`config.mk`:
```
export PLATFORM = sky130hd
export DESIGN_NAME = expander_i2c_slave
export DESIGN_NICKNAME = d
export VERILOG_FILES = /design/src/rtl/expander_i2c_pkg.sv /design/src/rtl/i2c_line_sync.sv /design/src/rtl/i2c_byte_shifter.sv /design/src/rtl/i2c_reg_pointer.sv /design/src/rtl/expander_i2c_slave.sv
export SDC_FILE = /design/constraint.sdc
export NUM_CORES = 1
export LEC_CHECK = 0
export BUFFER_PORTS_ARGS = -buffer_cell sky130_fd_sc_hd__buf_2
export CAP_MARGIN = 40
export CORE_MARGIN = 2
export CORE_UTILIZATION = 55
export DETAILED_ROUTE_END_ITERATION = 10
export GPL_TIMING_DRIVEN = 0
export PLACE_DENSITY = 0.78
export SLEW_MARGIN = 20
export SYNTH_ARGS = -nofsm -noshare
export SYNTH_HDL_FRONTEND = slang
export SYNTH_SLANG_ARGS = --single-unit
```
`constraint.sdc`:
```
create_clock -name clk -period 1.9 [get_ports clk]
set_input_delay 0.38 -clock clk [delete_from_list [all_inputs] [get_ports clk]]
set_output_delay 0.38 -clock clk [all_outputs]
set_load 0.05 [all_outputs]
```
`src/rtl/expander_i2c_pkg.sv`:
```
package expander_i2c_pkg;

    localparam int BYTE_W = 8;
    localparam int CNT_W  = $clog2(BYTE_W + 2);

    typedef enum logic [3:0] {
        ST_IDLE,
        ST_ADDR,
        ST_ADDR_ACK,
        ST_CMD,
        ST_CMD_ACK,
        ST_WR,
        ST_WR_ACK,
        ST_RD,
        ST_RD_ACK,
        ST_SKIP
    } bus_state_t;

    // Synchronised line levels and bus events, one cycle wide each.
    typedef struct packed {
        logic scl;
        logic sda;
        logic scl_rise;
        logic scl_fall;
        logic start;
        logic stop;
    } line_evt_t;

    function automatic logic byte_full(input logic [CNT_W-1:0] cnt);
        return cnt == CNT_W'(BYTE_W);
    endfunction

    function automatic logic [CNT_W-1:0] cnt_step(input logic [CNT_W-1:0] cnt);
        return (&cnt) ? cnt : cnt + 1'b1;
    endfunction

endpackage

```
`src/rtl/i2c_line_sync.sv`:
```
module i2c_line_sync
    import expander_i2c_pkg::*;
#(
    parameter int STAGES = 2
) (
    input  logic      clk,
    input  logic      rst,
    input  logic      scl_raw,
    input  logic      sda_raw,
    output line_evt_t evt
);

    logic [1:0] chain [STAGES];
    logic [1:0] prev_q;
    logic [1:0] cur;

    always_ff @(posedge clk) begin
        if (rst) begin
            for (int i = 0; i < STAGES; i++) chain[i] <= 2'b11;
            prev_q <= 2'b11;
        end else begin
            chain[0] <= {scl_raw, sda_raw};
            for (int i = 1; i < STAGES; i++) chain[i] <= chain[i-1];
            prev_q <= chain[STAGES-1];
        end
    end

    assign cur = chain[STAGES-1];

    always_comb begin
        evt.scl      = cur[1];
        evt.sda      = cur[0];
        evt.scl_rise = cur[1] & ~prev_q[1];
        evt.scl_fall = ~cur[1] & prev_q[1];
        evt.start    = cur[1] & prev_q[1] & prev_q[0] & ~cur[0];
        evt.stop     = cur[1] & prev_q[1] & ~prev_q[0] & cur[0];
    end

endmodule

```
`src/rtl/i2c_byte_shifter.sv`:
```
module i2c_byte_shifter
    import expander_i2c_pkg::*;
(
    input  logic              clk,
    input  logic              rst,
    input  logic              cnt_clr,
    input  logic              scl_rise,
    input  logic              sda_s,
    input  logic              tx_load,
    input  logic              tx_shift,
    input  logic [BYTE_W-1:0] tx_byte,
    output logic [BYTE_W-1:0] rx_byte,
    output logic              tx_bit,
    output logic              full
);

    logic [BYTE_W-1:0] rx_q;
    logic [BYTE_W-1:0] tx_q;
    logic [CNT_W-1:0]  cnt_q;

    always_ff @(posedge clk) begin
        if (rst) begin
            rx_q  <= '0;
            cnt_q <= '0;
        end else begin
            if (scl_rise) rx_q <= {rx_q[BYTE_W-2:0], sda_s};
            if (cnt_clr)       cnt_q <= '0;
            else if (scl_rise) cnt_q <= cnt_step(cnt_q);
        end
    end

    always_ff @(posedge clk) begin
        if (rst)           tx_q <= '1;
        else if (tx_load)  tx_q <= tx_byte;
        else if (tx_shift) tx_q <= {tx_q[BYTE_W-2:0], 1'b1};
    end

    assign rx_byte = rx_q;
    assign tx_bit  = tx_q[BYTE_W-1];
    assign full    = byte_full(cnt_q);

endmodule

```
`src/rtl/i2c_reg_pointer.sv`:
```
module i2c_reg_pointer #(
    parameter int SEL_W = 3
) (
    input  logic             clk,
    input  logic             rst,
    input  logic             load,
    input  logic [SEL_W-1:0] load_val,
    input  logic             flip,
    output logic [SEL_W-1:0] ptr
);

    logic [SEL_W-1:0] ptr_q;

    always_ff @(posedge clk) begin
        if (rst)       ptr_q <= '0;
        else if (load) ptr_q <= load_val;
        else if (flip) ptr_q <= {ptr_q[SEL_W-1:1], ~ptr_q[0]};
    end

    assign ptr = ptr_q;

endmodule

```
`src/rtl/expander_i2c_slave.sv`:
```
module expander_i2c_slave
    import expander_i2c_pkg::*;
#(
    parameter int               FIXED_W     = 4,
    parameter logic [FIXED_W-1:0] FIXED_ADDR = 4'b0100,
    parameter int               STRAP_W     = 3,
    parameter int               SEL_W       = 3,
    parameter int               SYNC_STAGES = 2
) (
    input  logic               clk,
    input  logic               rst,
    input  logic               scl_in,
    input  logic               sda_in,
    output logic               sda_drive_low,
    input  logic [STRAP_W-1:0] strap_addr,
    output logic [SEL_W-1:0]   reg_sel,
    output logic               reg_wr,
    output logic [BYTE_W-1:0]  reg_wdata,
    output logic               reg_rd,
    input  logic [BYTE_W-1:0]  reg_rdata
);

    localparam int ADDR_W = FIXED_W + STRAP_W;

    line_evt_t         evt;
    logic              scl_sync, sda_sync, rise, fall, start_seen, stop_seen;
    bus_state_t        st_q, st_d;
    logic              ack_q, ack_d, rw_q, rw_d, mack_q, mack_d;
    logic              cnt_clr, tx_load, tx_shift, ptr_load, ptr_flip;
    logic              wr_pulse, rd_pulse;
    logic [BYTE_W-1:0] rx_byte;
    logic              tx_bit, full;
    logic [SEL_W-1:0]  ptr;
    logic [ADDR_W-1:0] own_addr;

    i2c_line_sync #(.STAGES(SYNC_STAGES)) u_sync (
        .clk     (clk),
        .rst     (rst),
        .scl_raw (scl_in),
        .sda_raw (sda_in),
        .evt     (evt)
    );

    assign scl_sync   = evt.scl;
    assign sda_sync   = evt.sda;
    assign rise       = evt.scl_rise;
    assign fall       = evt.scl_fall;
    assign start_seen = evt.start;
    assign stop_seen  = evt.stop;

    i2c_byte_shifter u_shift (
        .clk      (clk),
        .rst      (rst),
        .cnt_clr  (cnt_clr),
        .scl_rise (rise),
        .sda_s    (sda_sync),
        .tx_load  (tx_load),
        .tx_shift (tx_shift),
        .tx_byte  (reg_rdata),
        .rx_byte  (rx_byte),
        .tx_bit   (tx_bit),
        .full     (full)
    );

    i2c_reg_pointer #(.SEL_W(SEL_W)) u_ptr (
        .clk      (clk),
        .rst      (rst),
        .load     (ptr_load),
        .load_val (rx_byte[SEL_W-1:0]),
        .flip     (ptr_flip),
        .ptr      (ptr)
    );

    assign own_addr = {FIXED_ADDR, strap_addr};

    always_comb begin
        st_d     = st_q;
        ack_d    = ack_q;
        rw_d     = rw_q;
        mack_d   = mack_q;
        cnt_clr  = 1'b0;
        tx_load  = 1'b0;
        tx_shift = 1'b0;
        ptr_load = 1'b0;
        ptr_flip = 1'b0;
        wr_pulse = 1'b0;
        rd_pulse = 1'b0;
        if (stop_seen) begin
            st_d  = ST_IDLE;
            ack_d = 1'b0;
        end else if (start_seen) begin
            st_d    = ST_ADDR;
            ack_d   = 1'b0;
            cnt_clr = 1'b1;
        end else begin
            unique case (st_q)
                ST_ADDR: if (fall && full) begin
                    if (rx_byte[BYTE_W-1:1] == own_addr) begin
                        st_d  = ST_ADDR_ACK;
                        ack_d = 1'b1;
                        rw_d  = rx_byte[0];
                    end else begin
                        st_d = ST_SKIP;
                    end
                end
                ST_ADDR_ACK: if (fall) begin
                    ack_d   = 1'b0;
                    cnt_clr = 1'b1;
                    if (rw_q) begin
                        st_d     = ST_RD;
                        rd_pulse = 1'b1;
                        tx_load  = 1'b1;
                        ptr_flip = 1'b1;
                    end else begin
                        st_d = ST_CMD;
                    end
                end
                ST_CMD: if (fall && full) begin
                    ptr_load = 1'b1;
                    ack_d    = 1'b1;
                    st_d     = ST_CMD_ACK;
                end
                ST_CMD_ACK, ST_WR_ACK: if (fall) begin
                    ack_d   = 1'b0;
                    cnt_clr = 1'b1;
                    st_d    = ST_WR;
                end
                ST_WR: if (fall && full) begin
                    wr_pulse = 1'b1;
                    ptr_flip = 1'b1;
                    ack_d    = 1'b1;
                    st_d     = ST_WR_ACK;
                end
                ST_RD: if (fall) begin
                    if (full) st_d = ST_RD_ACK;
                    else      tx_shift = 1'b1;
                end
                ST_RD_ACK: begin
                    if (rise) mack_d = ~sda_sync;
                    if (fall) begin
                        cnt_clr = 1'b1;
                        if (mack_q) begin
                            st_d     = ST_RD;
                            rd_pulse = 1'b1;
                            tx_load  = 1'b1;
                            ptr_flip = 1'b1;
                        end else begin
                            st_d = ST_SKIP;
                        end
                    end
                end
                default: ;
            endcase
        end
    end

    always_ff @(posedge clk) begin
        if (rst) begin
            st_q   <= ST_IDLE;
            ack_q  <= 1'b0;
            rw_q   <= 1'b0;
            mack_q <= 1'b0;
        end else begin
            st_q   <= st_d;
            ack_q  <= ack_d;
            rw_q   <= rw_d;
            mack_q <= mack_d;
        end
    end

    assign sda_drive_low = ack_q | ((st_q == ST_RD) & ~tx_bit);
    assign reg_sel       = ptr;
    assign reg_wr        = wr_pulse;
    assign reg_wdata     = rx_byte;
    assign reg_rd        = rd_pulse;

endmodule

```
# Yosys cells after proc, flatten, opt, wreduce, memory -nomap -nowiden
# Memories as Yosys holds them, arrays and structs flattened.
# Cells that the tools add are included.
# Widths: inputs -> output; s select.
word_totals:
  regBits: 32
  mem_bits_rw: 4
  inputBits: 15
  output_inout_bits: 14
  elab_cells: 135
  memories: 1
memory_table:
  columns: ["name", "words", "width", "rd", "rd_clocked_by_memory_dff", "wr", "line_no", "text"]
  rows:
  - ["u_sync.chain", 2, 2, 2, 0, 2, "i2c_line_sync.sv:13", "logic [1:0] chain [STAGES];"]
op_classes:
  n_addsub: 1
  n_eq_ne: 29
  muxes: 53
  n_bitwise: 20
  n_reduce_logical: 20
op_table:
  columns: ["cell", "count"]
  rows:
  - ["$mux 4", 10]
  - ["$mux 1", 33]
  - ["$pmux 4 s7", 1]
  - ["$ne 3x3->1 const B", 8]
  - ["$ne 2x2->1 const B", 9]
  - ["$reduce_and 9->1", 2]
  - ["$eq 4x3->1 const B", 4]
  - ["$mux 8", 2]
  - ["$reduce_and 5->1", 2]
  - ["$not 1->1", 9]
  - ["$and 1x1->1", 8]
  - ["$eq 4x2->1 const B", 2]
  - ["$eq 4x4->1 const B", 2]
  - ["$reduce_and 4->1", 2]
  - ["$reduce_bool 8->1", 1]
  - ["$reduce_or 2->1", 4]
  - ["$eq 7x6->1", 1]
  - ["$reduce_bool 7->1", 1]
  - ["$mux 3", 2]
  - ["$pmux 1 s3", 2]
  - ["$reduce_or 3->1", 2]
  - ["$add 4x1->4 const B", 1]
  - ["$eq 4x1->1 const B", 1]
  - ["$mux 2", 2]
  - ["8 further kinds", 12]

# Longest topological paths before layout
# Gate-level depths: netlist of run 1.
# An unclocked memory read counts as a cell.
logic_depth:
  depth_word: 10
  mapped_depth: 7
  depth_no_buf: 6

# Modules after synthesis
# From an unflattened synthesis of run 1, not the netlist that was laid out.
unflattened:
  hier_cells: 199
  hier_area_um2: 1915.6
modules_own_cells:
  columns: ["module", "n_inst", "cells_per_inst", "area_each_um2", "seq_area_each_um2"]
  rows:
  - ["i2c_byte_shifter", 1, 86, 927.1, 400.4]
  - ["expander_i2c_slave", 1, 84, 664.4, 140.1]
  - ["i2c_line_sync", 1, 18, 205.2, 120.1]
  - ["i2c_reg_pointer", 1, 11, 118.9, 60.1]

# Worst setup path after synthesis of run 1
# No wires, ideal clock.
synth_path:
  path_type: "flip-flop to output port"
  from: "register st_q[2]"
  to: "output port sda_drive_low"
  arrival_ps: 1459
  required_time_ps: 1520
  path_slack_ps: 61
  path_stages_with_launch: 4
  n_path_buf: 1
  cell_sequence: "dfxtp_1 > buf_2 > nand4b_1 > o21bai_1"
synth_via:
  elab_chain_cells: 3
synth_rtl:
  columns: ["element", "line_no", "text"]
  rows:
  - ["start: declaration", "expander_i2c_slave.sv:27", "bus_state_t st_q, st_d;"]
  - ["start signal: assignment", "expander_i2c_slave.sv:164", "st_q <= st_d;"]
  - ["$eq 4x3->1", "expander_i2c_slave.sv:171", "assign sda_drive_low = ack_q | ((st_q == ST_RD) & ~tx_bit);"]
  - ["$and 1x1->1", "expander_i2c_slave.sv:171", null]
  - ["$or 1x1->1", "expander_i2c_slave.sv:171", null]
  - ["end: declaration", "expander_i2c_slave.sv:14", "output logic sda_drive_low,"]
# No other way between the ends.

==> results.py, run 1 <==
metrics = {
    "clocking": {
        "clock_tree.root_cell": "sky130_fd_sc_hd__clkbuf_4",
        "cts-buffers-inserted": 5,
        "clkSinkCount": 36,
        "post_cts_hold_buffer_count": 0,
        "max-clock-path-buffers": 2,
        "tritoncts_clock_tree": "built",
        "h-tree-depth": 2,
        "later_pin_clock_latency_in_the_skew_report_ns": 0.34,
        "path_clk_slew_ns": 0.11,
    },
    "setup_path": {
        "timing.critical_path.cells": "or3b_4 > a211oi_4 > buf_6 > buf_8",
        "crit_path_max_incr_delay_ns": 0.42,
        "cp_data_required_time_ns": 1.52,
        "worst_ep_arrival_time_ns": 1.61,
        "start_kind": "register",
        "critPathCaptureType": "output pin",
        "cpMaxStageDelayCell": "sky130_fd_sc_hd__or3b_4",
        "crit_path_max_fanout": 2,
        "setup.worst_path.class": "register to output pin",
    },
    "die": {
        "chipWidth_microns": 61.0,
        "fp-row-count": 20,
        "fp.dieH_microns": 61.0,
        "fp.dieArea_sq_um": 3720,
        "floorplan.io_pins": 29,
        "fp.coreArea_sq_um": 3080,
        "floorplan.initialDensity_pct": 58.0,
    },
    "route": {
        "antenna_violating_nets_post_route": 0,
        "route.detailed.drc": 0,
        "via_density_per_instance": 5.53,
        "dr.first_iter.drc_count": 148,
        "wire_per_inst_microns": 13.7,
        "dr.pass1.iters": 4,
        "drt_wl_total_mm": 4.04,
        "dr_total_vias": 1637,
    },
    "finish": {
        "syn2layout_area_growth_pct": 25.2,
        "nNetsFinal": 268,
        "finalCoreUtilization_pct": 72.6,
        "diodes": 0,
        "layout.cells.non_filler": 296,
        "fraction_of_final_layout_cells_sized_beyond_drive_strength_1_pct": 31.3,
    },
    "synth": {
        "postSynthRegisterBits": 36,
        "postSynthAreaPerCell_sq_um": 8.83,
        "synthArstFlopShare_pct": 0,
        "syn-cell-area_sq_um": 1780,
        "synth.yosys.warnings": 0,
        "synth-seq-area-share_pct": 40.4,
        "synth_enable_flop_cells": 0,
        "yosys_most_used_dff": "sky130_fd_sc_hd__dfxtp_1",
        "post_synth_num_cell_types": 53,
        "synthesis.nets": 219,
        "synth.top_cells.by_area": "sky130_fd_sc_hd__dfxtp_1 (40%), sky130_fd_sc_hd__nand2_1 (4.2%), sky130_fd_sc_hd__a221oi_1 (3.4%)",
        "post-synth-top-area-fraction_pct": 40.4,
        "top_cell_type_by_total_area_after_synthesis": "sky130_fd_sc_hd__dfxtp_1",
        "synth_cells": 202,
    },
    "grt": {
        "met2_usage_pct": 35.9,
        "global_route.usage.total_pct": 24.5,
        "groute.layer.met1.usage_pct": 33.6,
        "globalRouteMet3Util_pct": 8.53,
        "most_used_routing_layer_in_global_routing": "met2",
        "first_pass_grt_wire_length_mm": 6.62,
        "overflow": 0,
        "grt_pass1_vias": 1438,
        "maximum_number_of_pins_on_one_net_before_global_route_repair": 13,
        "grt_antenna_before_repair": 0,
    },
    "placement": {
        "place_inst": 274,
        "post-dp-hpwl_mm": 2.68,
        "finalWeightedCongestion": 0.873,
        "dpl_worst_slack_ns": -0.0947,
        "place.port_buffers": 28,
    },
    "timing": {
        "fin_crit_ns": 1.99,
        "timing.final.setup_violations": 1,
        "finalCritPeriodShare_pct": 105,
        "final-max-slew-violation-count": 0,
        "slew-limit-headroom_pct": 61.2,
        "clock-skew-final_ns": 0.00886,
        "worst_pin_slew_ns": 0.580,
        "report.final.hold_viol_count": 0,
        "layout_setup_ws_ns": -0.0886,
        "grt_setup_unrepaired": "true",
        "fmax_ghz": 0.503,
    },
    "run_status": {
        "failing_checks": "negative setup slack",
        "status": "finished with violations",
    },
    "pwr": {
        "p_per_area_nw_per_um2": 623,
        "vdd_ir_max_v": 0.000510,
        "leakagePower_nw": 0.937,
    },
    "run": {
        "cap_violations": 0,
    },
    "min_path": {
        "hold_path_class": "input port to register",
    },
}
-- cells in the mapped netlist, types with 3 or more instances --
master and number:
sky130_fd_sc_hd__nand3_1 4, sky130_fd_sc_hd__o31ai_1 4, sky130_fd_sc_hd__nand2_1 20, sky130_fd_sc_hd__xnor2_1 7, sky130_fd_sc_hd__inv_1 12, sky130_fd_sc_hd__nand3b_1 3, sky130_fd_sc_hd__clkbuf_1 7, sky130_fd_sc_hd__a221oi_1 7
sky130_fd_sc_hd__o21a_1 3, sky130_fd_sc_hd__a31oi_1 3, sky130_fd_sc_hd__o211ai_1 3, sky130_fd_sc_hd__nand2b_1 3, sky130_fd_sc_hd__buf_6 3, sky130_fd_sc_hd__mux2i_1 5, sky130_fd_sc_hd__o21ai_0 6, sky130_fd_sc_hd__nor2_1 10
sky130_fd_sc_hd__nor2b_1 3, sky130_fd_sc_hd__nand4_1 3, sky130_fd_sc_hd__dfxtp_1 36, sky130_fd_sc_hd__or2_2 8, sky130_fd_sc_hd__a21oi_1 11
-- critical path, delay by kind of cell, from the launching register on --
kind	cells	cell delay, ns
AND/OR/NAND/NOR	1	0.42
flip-flops	1	0.36
AO/OA/AOI/OAI	1	0.20
buffers and inverters	2	0.27
-- power by group --
part	internal, mW	total [mW]	leakage [nW]	switching (mW)
logic	0.0442	0.0947	0.601	0.0505
clock network	0.274	0.534	0.0412	0.259
registers	0.759	0.764	0.294	0.00523
total	1.08	1.39	0.937	0.315
-- path summary, 6_finish.rpt --
kind,slack [ns],from,cells after the start,end
max,-0.09,u_sync.chain[0][3],4,reg_rd
min,0.21,sda_in,2,u_sync.chain[0][0]
max reg2reg,0.05,u_shift.cnt_q[0],7,u_ptr.ptr[0]
min reg2reg,0.42,u_sync.chain[0][0],1,u_sync.chain[0][2]
-- state kept, by name, indices dropped and copies added, names as in the netlist --
name / cells
u_shift.rx_byte: 8
u_sync.prev_q: 2
rw_q: 1
u_ptr.ptr: 3
u_shift.cnt_q: 4
st_q: 4
u_sync.chain: 4
ack_q: 1
mack_q: 1
u_shift.tx_q: 8
-- area by class of cell --
class	instances	area (sq um)
clock buffers	5	37.5
plain buffers	11	63.8
repair buffers	44	287
fillers	246	845
multi-input cells	141	966
clock inverters	3	42.5
inverters	12	45.0
flip-flops and latches	36	737
well taps	44	55.1
-- kinds of logic (layout without fill, tap and decap cells) --
| logic type | count (synthesis) | count (layout) | synth area share, % |
|---|---|---|---|
| AND/OR/NAND/NOR | 74 | 74 | 23.6 |
| AO/OA/AOI/OAI | 52 | 52 | 21.0 |
| flip-flops | 36 | 36 | 40.4 |
| buffers and inverters | 25 | 75 | 6.87 |
| XOR/XNOR | 8 | 8 | 3.93 |
| multiplexers | 5 | 5 | 2.81 |
| adder cells (fa/ha/maj) | 2 | 2 | 1.40 |
-- stage by stage --
stage               hold WS [ns]  power (mW)  cell area [sq um]  setup TNS (ns)
CTS                        0.195        1.40               2190         -0.0875
global route               0.186        1.45               2230          -0.251
floorplan                  0.389       0.837               1780               0
global placement           0.391       0.864               1980         -0.0942
finish                     0.206        1.39               2230         -0.0886
detailed placement         0.392       0.865               1980         -0.0947
-- per-layer routing --
metal  wire [microns]  part of all wire (%)
met1             1870                    46
met2             1880                    47
met3              243                   6.0
met4               46                   1.1
met5                0                     0
-- cell usage in the layout, fill, tap and decap left out, types with 2 or more instances in the layout --
cell type	n
sky130_fd_sc_hd__o21a_1	3
sky130_fd_sc_hd__buf_6	3
sky130_fd_sc_hd__a211o_1	2
sky130_fd_sc_hd__buf_8	2
sky130_fd_sc_hd__xnor2_1	7
sky130_fd_sc_hd__nor2_1	10
sky130_fd_sc_hd__inv_2	2
sky130_fd_sc_hd__a31oi_1	3
sky130_fd_sc_hd__and2_1	2
sky130_fd_sc_hd__inv_1	10
sky130_fd_sc_hd__buf_4	18
sky130_fd_sc_hd__nand3b_1	3
sky130_fd_sc_hd__nor2b_1	3
sky130_fd_sc_hd__a221oi_1	7
sky130_fd_sc_hd__a21oi_1	11
sky130_fd_sc_hd__clkbuf_4	5
sky130_fd_sc_hd__or2_2	8
sky130_fd_sc_hd__o21ai_0	6
sky130_fd_sc_hd__o31ai_1	4
sky130_fd_sc_hd__dfxtp_4	3
sky130_fd_sc_hd__nand4b_1	2
sky130_fd_sc_hd__and2b_1	2
sky130_fd_sc_hd__nand2b_1	3
sky130_fd_sc_hd__nand4_1	3
sky130_fd_sc_hd__nand2_1	20
sky130_fd_sc_hd__mux2i_1	5
sky130_fd_sc_hd__nor3_1	2
sky130_fd_sc_hd__clkbuf_1	7
sky130_fd_sc_hd__or3_1	2
sky130_fd_sc_hd__o211ai_1	3
sky130_fd_sc_hd__dfxtp_1	29
sky130_fd_sc_hd__nand3_1	4
sky130_fd_sc_hd__buf_2	25
sky130_fd_sc_hd__dfxtp_2	4
-- repair_timing --
action                     in CTS  in global routing
buffers inserted               11                  5
hold endpoints to repair        0                  0
pin swaps                       5                  4
setup endpoints to repair       3                 14
gates resized for setup        22                  5
cloned                          0                  0
No activity file was read; power rests on OpenSTA's default activity.
==> run 2: changes to the inputs <==
Settings changed: MAX_ROUTING_LAYER set to met4.
==> results.py, run 2 (synthesis results as in run 1) <==
metrics = {
    "run_status": {
        "status": "finished with violations",
        "failing_checks": "negative setup slack",
    },
    "min_path": {
        "hold_path_class": "input port to register",
    },
    "finish": {
        "layout.cells.non_filler": 296,
        "layout_commonest_cell": "sky130_fd_sc_hd__dfxtp_1",
        "finalCoreUtilization_pct": 72.6,
        "syn2layout_area_growth_pct": 25.2,
        "final.fill_count": 246,
        "diodes": 0,
        "fraction_of_final_layout_cells_sized_beyond_drive_strength_1_pct": 31.3,
        "nNetsFinal": 268,
        "most-common-layout-cells": "sky130_fd_sc_hd__dfxtp_1 (29), sky130_fd_sc_hd__buf_2 (25), sky130_fd_sc_hd__nand2_1 (20), sky130_fd_sc_hd__buf_4 (18), sky130_fd_sc_hd__a21oi_1 (11)",
    },
    "timing": {
        "clock-skew-final_ns": 0.00980,
        "worst_pin_slew_ns": 0.580,
        "report.final.hold_viol_count": 0,
        "finalCritPeriodShare_pct": 105,
        "fin_crit_ns": 1.99,
        "slew-limit-headroom_pct": 61.2,
        "layout_setup_ws_ns": -0.0897,
        "timing.final.setup_violations": 1,
        "grt_setup_unrepaired": "true",
        "fmax_ghz": 0.503,
        "final-max-slew-violation-count": 0,
    },
    "die": {
        "fp.dieH_microns": 61.0,
        "fp-row-count": 20,
        "floorplan.io_pins": 29,
        "fp.coreArea_sq_um": 3080,
        "chipWidth_microns": 61.0,
        "fp.dieArea_sq_um": 3720,
        "floorplan.initialDensity_pct": 58.0,
    },
    "placement": {
        "place_inst": 274,
        "post-dp-hpwl_mm": 2.68,
        "finalWeightedCongestion": 0.887,
        "place.port_buffers": 28,
    },
    "setup_path": {
        "cpMaxStageDelayCell": "sky130_fd_sc_hd__or3b_4",
        "setup.worst_path.class": "register to output pin",
        "cp_data_required_time_ns": 1.52,
        "crit_path_max_fanout": 2,
        "critPathCaptureType": "output pin",
        "worst_ep_arrival_time_ns": 1.61,
        "start_kind": "register",
        "timing.critical_path.cells": "or3b_4 > a211oi_4 > buf_6 > buf_8",
        "crit_path_max_incr_delay_ns": 0.42,
    },
    "grt": {
        "overflow": 0,
        "grt_antenna_before_repair": 0,
        "global_route.usage.total_pct": 25.1,
        "maximum_number_of_pins_on_one_net_before_global_route_repair": 13,
        "first_pass_grt_wire_length_mm": 6.60,
        "grt_pass1_vias": 1446,
    },
    "route": {
        "via_density_per_instance": 5.53,
        "dr.first_iter.drc_count": 134,
        "drt_wl_total_mm": 4.05,
        "route.detailed.drc": 0,
        "wire_per_inst_microns": 13.7,
        "antenna_violating_nets_post_route": 0,
        "dr_total_vias": 1638,
        "dr.pass1.iters": 4,
    },
    "clocking": {
        "max-clock-path-buffers": 2,
        "clock_tree.root_cell": "sky130_fd_sc_hd__clkbuf_4",
        "later_pin_clock_latency_in_the_skew_report_ns": 0.34,
        "h-tree-depth": 2,
        "clkSinkCount": 36,
        "cts-buffers-inserted": 5,
        "path_clk_slew_ns": 0.11,
        "tritoncts_clock_tree": "built",
    },
    "pwr": {
        "leakagePower_nw": 0.937,
        "vdd_ir_max_v": 0.000512,
        "p_per_area_nw_per_um2": 624,
        "total_power_mw": 1.39,
    },
    "run": {
        "cap_violations": 0,
    },
}
run 2: through the flow:
| step | hold slack [ns] | setup WS (ns) | setup TNS [ns] | area, sq um |
|---|---|---|---|---|
| 5_1_grt | 0.186 | -0.142 | -0.251 | 2230 |
| 3_5_place_dp | 0.392 | -0.0947 | -0.0947 | 1980 |
| 4_1_cts | 0.195 | -0.0875 | -0.0875 | 2190 |
| 3_3_place_gp | 0.391 | -0.0942 | -0.0942 | 1980 |
| 6_report | 0.205 | -0.0897 | -0.0897 | 2230 |
| 2_1_floorplan | 0.389 | 0.0613 | 0 | 1780 |
run 2: per-layer routing:
metal	GRT usage, %	part of all wire [%]
met1	33.2	46
met2	36.1	47
met3	8.53	6.0
met4	8.07	1.1
met5	-	0
run 2: area by class of cell:
class                           instances  area [sq um]  area share [%]
Clock inverter                          3          42.5            1.90
Sequential cell                        36           737            33.0
Buffer                                 11          63.8            2.86
Clock buffer                            5          37.5            1.68
Timing Repair Buffer                   44           287            12.8
Inverter                               12          45.0            2.02
Multi-Input combinational cell        141           966            43.2
Tap cell                               44          55.1            2.46
run 2: critical path: cells and delay by family (launching register included):
kind | cells | cell delay [ns]
buffers and inverters | 2 | 0.27
flip-flops | 1 | 0.36
AND/OR/NAND/NOR | 1 | 0.42
AO/OA/AOI/OAI | 1 | 0.20
run 2: power by group:
part           total [mW]  switching, mW  internal (mW)  leakage, nW
combinational      0.0949         0.0507         0.0442        0.601
clock               0.534          0.260          0.274       0.0412
sequential          0.764        0.00523          0.759        0.294
total                1.39          0.316           1.08        0.937
run 2: worst paths after layout:
kind	start	to	slack, ns	cells past startpoint
min reg2reg	u_sync.chain[0][0]	u_sync.chain[0][2]	0.42	1
max reg2reg	u_shift.cnt_q[0]	u_ptr.ptr[0]	0.05	7
max	u_sync.chain[0][3]	reg_rd	-0.09	4
min	sda_in	u_sync.chain[0][0]	0.20	2
run 2: what timing repair did:
action	4_1_cts	5_1_grt
setup buffers	11	5
gates cloned	0	0
pin swaps	5	4
hold endpoints to repair	0	0
hold buffers	0	0
resized for setup	22	5
endpoints found under the setup margin	3	14
==> run 3: changes to the inputs <==
Settings changed: GPL_TIMING_DRIVEN 0 to not set.
==> results.py, run 3 (synthesis results as in run 1) <==
metrics = {
    "run_status": {
        "status": "finished, final reports clean",
    },
    "die": {
        "fp.coreArea_sq_um": 3080,
        "fp-row-count": 20,
        "floorplan.io_pins": 29,
        "fp.dieArea_sq_um": 3720,
        "chipWidth_microns": 61.0,
        "floorplan.initialDensity_pct": 58.0,
        "fp.dieH_microns": 61.0,
    },
    "grt": {
        "grt_antenna_before_repair": 0,
        "maximum_number_of_pins_on_one_net_before_global_route_repair": 17,
        "first_pass_grt_wire_length_mm": 6.65,
        "global_route.usage.total_pct": 24.8,
        "overflow": 0,
        "grt_pass1_vias": 1531,
    },
    "finish": {
        "final.fill_count": 262,
        "finalCoreUtilization_pct": 67.7,
        "layout.cells.non_filler": 280,
        "most-common-layout-cells": "sky130_fd_sc_hd__dfxtp_1 (28), sky130_fd_sc_hd__buf_2 (25), sky130_fd_sc_hd__nand2_1 (20), sky130_fd_sc_hd__buf_4 (15), sky130_fd_sc_hd__inv_1 (12)",
        "seqCellArea_sq_um": 731,
        "diodes": 0,
        "multi_input_comb_area_sq_um": 951,
        "syn2layout_area_growth_pct": 16.8,
        "nNetsFinal": 255,
        "layout_commonest_cell": "sky130_fd_sc_hd__dfxtp_1",
        "fraction_of_final_layout_cells_sized_beyond_drive_strength_1_pct": 29.2,
    },
    "clocking": {
        "h-tree-depth": 2,
        "post_cts_hold_buffer_count": 0,
        "later_pin_clock_latency_in_the_skew_report_ns": 0.34,
        "path_clk_slew_ns": 0.10,
        "clkSinkCount": 36,
        "tritoncts_clock_tree": "built",
        "clock_tree.root_cell": "sky130_fd_sc_hd__clkbuf_4",
        "cts-buffers-inserted": 5,
        "max-clock-path-buffers": 2,
    },
    "placement": {
        "place_inst": 270,
        "post-dp-hpwl_mm": 2.90,
        "finalWeightedCongestion": 0.861,
        "place.port_buffers": 28,
    },
    "route": {
        "route.detailed.drc": 0,
        "dr.first_iter.drc_count": 69,
        "dr_total_vias": 1598,
        "wire_per_inst_microns": 14.1,
        "dr.pass1.iters": 4,
        "drt_wl_total_mm": 3.96,
        "via_density_per_instance": 5.71,
        "antenna_violating_nets_post_route": 0,
    },
    "timing": {
        "slew-limit-headroom_pct": 66.1,
        "clock-skew-final_ns": 0.0146,
        "worst_pin_slew_ns": 0.506,
        "timing.final.setup_violations": 0,
        "final-max-slew-violation-count": 0,
        "finalCritPeriodShare_pct": 100,
        "fin_crit_ns": 1.90,
        "fmax_ghz": 0.526,
        "grt_setup_unrepaired": "true",
        "report.final.hold_viol_count": 0,
    },
    "setup_path": {
        "cp_data_required_time_ns": 1.52,
        "setup.worst_path.class": "register to output pin",
        "worst_ep_arrival_time_ns": 1.52,
        "start_kind": "register",
        "crit_path_max_fanout": 4,
        "critPathCaptureType": "output pin",
    },
    "run": {
        "cap_violations": 0,
    },
    "pwr": {
        "vdd_ir_max_v": 0.000404,
        "p_per_area_nw_per_um2": 578,
        "leakagePower_nw": 0.865,
    },
    "min_path": {
        "hold_path_class": "input port to register",
    },
}
run 3: critical path, cell delays in order (launching register included):
cell and delay (ns):
sky130_fd_sc_hd__dfxtp_2 0.35, sky130_fd_sc_hd__inv_1 0.06, sky130_fd_sc_hd__ha_2 0.17, sky130_fd_sc_hd__and3b_2 0.21, sky130_fd_sc_hd__and4_4 0.25, sky130_fd_sc_hd__buf_8 0.15
run 3: timing repair:
action / 4_1_cts / 5_1_grt
endpoints found under the setup margin: 3 / 10
hold endpoints to repair: 0 / 0
setup buffers: 1 / 4
pin swaps: 1 / 1
resized for setup: 12 / 5
run 3: through the flow:
step | hold WS, ns | instance area, sq um | total power, mW | TNS, ns | setup slack, ns
after floorplan | 0.389 | 1780 | 0.837 | 0 | 0.0613
after global placement | 0.399 | 1970 | 0.863 | 0 | 0.141
after detailed placement | 0.408 | 1970 | 0.867 | 0 | 0.0447
after CTS | 0.222 | 2040 | 1.21 | -0.00174 | -0.00174
after global routing | 0.227 | 2080 | 1.25 | -0.114 | -0.0576
final | 0.229 | 2080 | 1.20 | 0 | 0.000516
run 3: path summary, 6_finish.rpt:
check | from | to | slack (ns) | cells after the start
setup / recovery | u_shift.cnt_q[1] | reg_wr | 0.0005 | 5
hold / removal | scl_in | u_sync.chain[0][1] | 0.23 | 2
setup reg to reg | u_shift.cnt_q[1] | rw_q | 0.09 | 7
hold reg to reg | u_sync.chain[0][1] | u_sync.chain[0][3] | 0.42 | 1
run 3: cell type report:
cell class | instances | area share (%)
multi-input combinational | 141 | 45.6
sequential | 36 | 35.1
timing repair buffer | 42 | 12.7
tap | 44 | 2.64
inverter | 12 | 2.16
clock buffer | 5 | 1.80
run 3: layer usage:
metal / share of wire, % / vias up / GRT usage [%]
met2: 48 / 40 / 38.6
met3: 4.2 / 12 / 5.33
met1: 46 / 751 / 30.9
met4: 1.9 / 0 / 10.9
met5: 0 / - / -
li1: - / 795 / -
run 3: where the power goes:
| group | total (mW) | leakage [nW] | switching, mW | internal [mW] |
|---|---|---|---|---|
| clock network | 0.352 | 0.0230 | 0.229 | 0.124 |
| logic | 0.0845 | 0.548 | 0.0469 | 0.0376 |
| registers | 0.768 | 0.294 | 0.00622 | 0.762 |
| total | 1.20 | 0.865 | 0.282 | 0.923 |
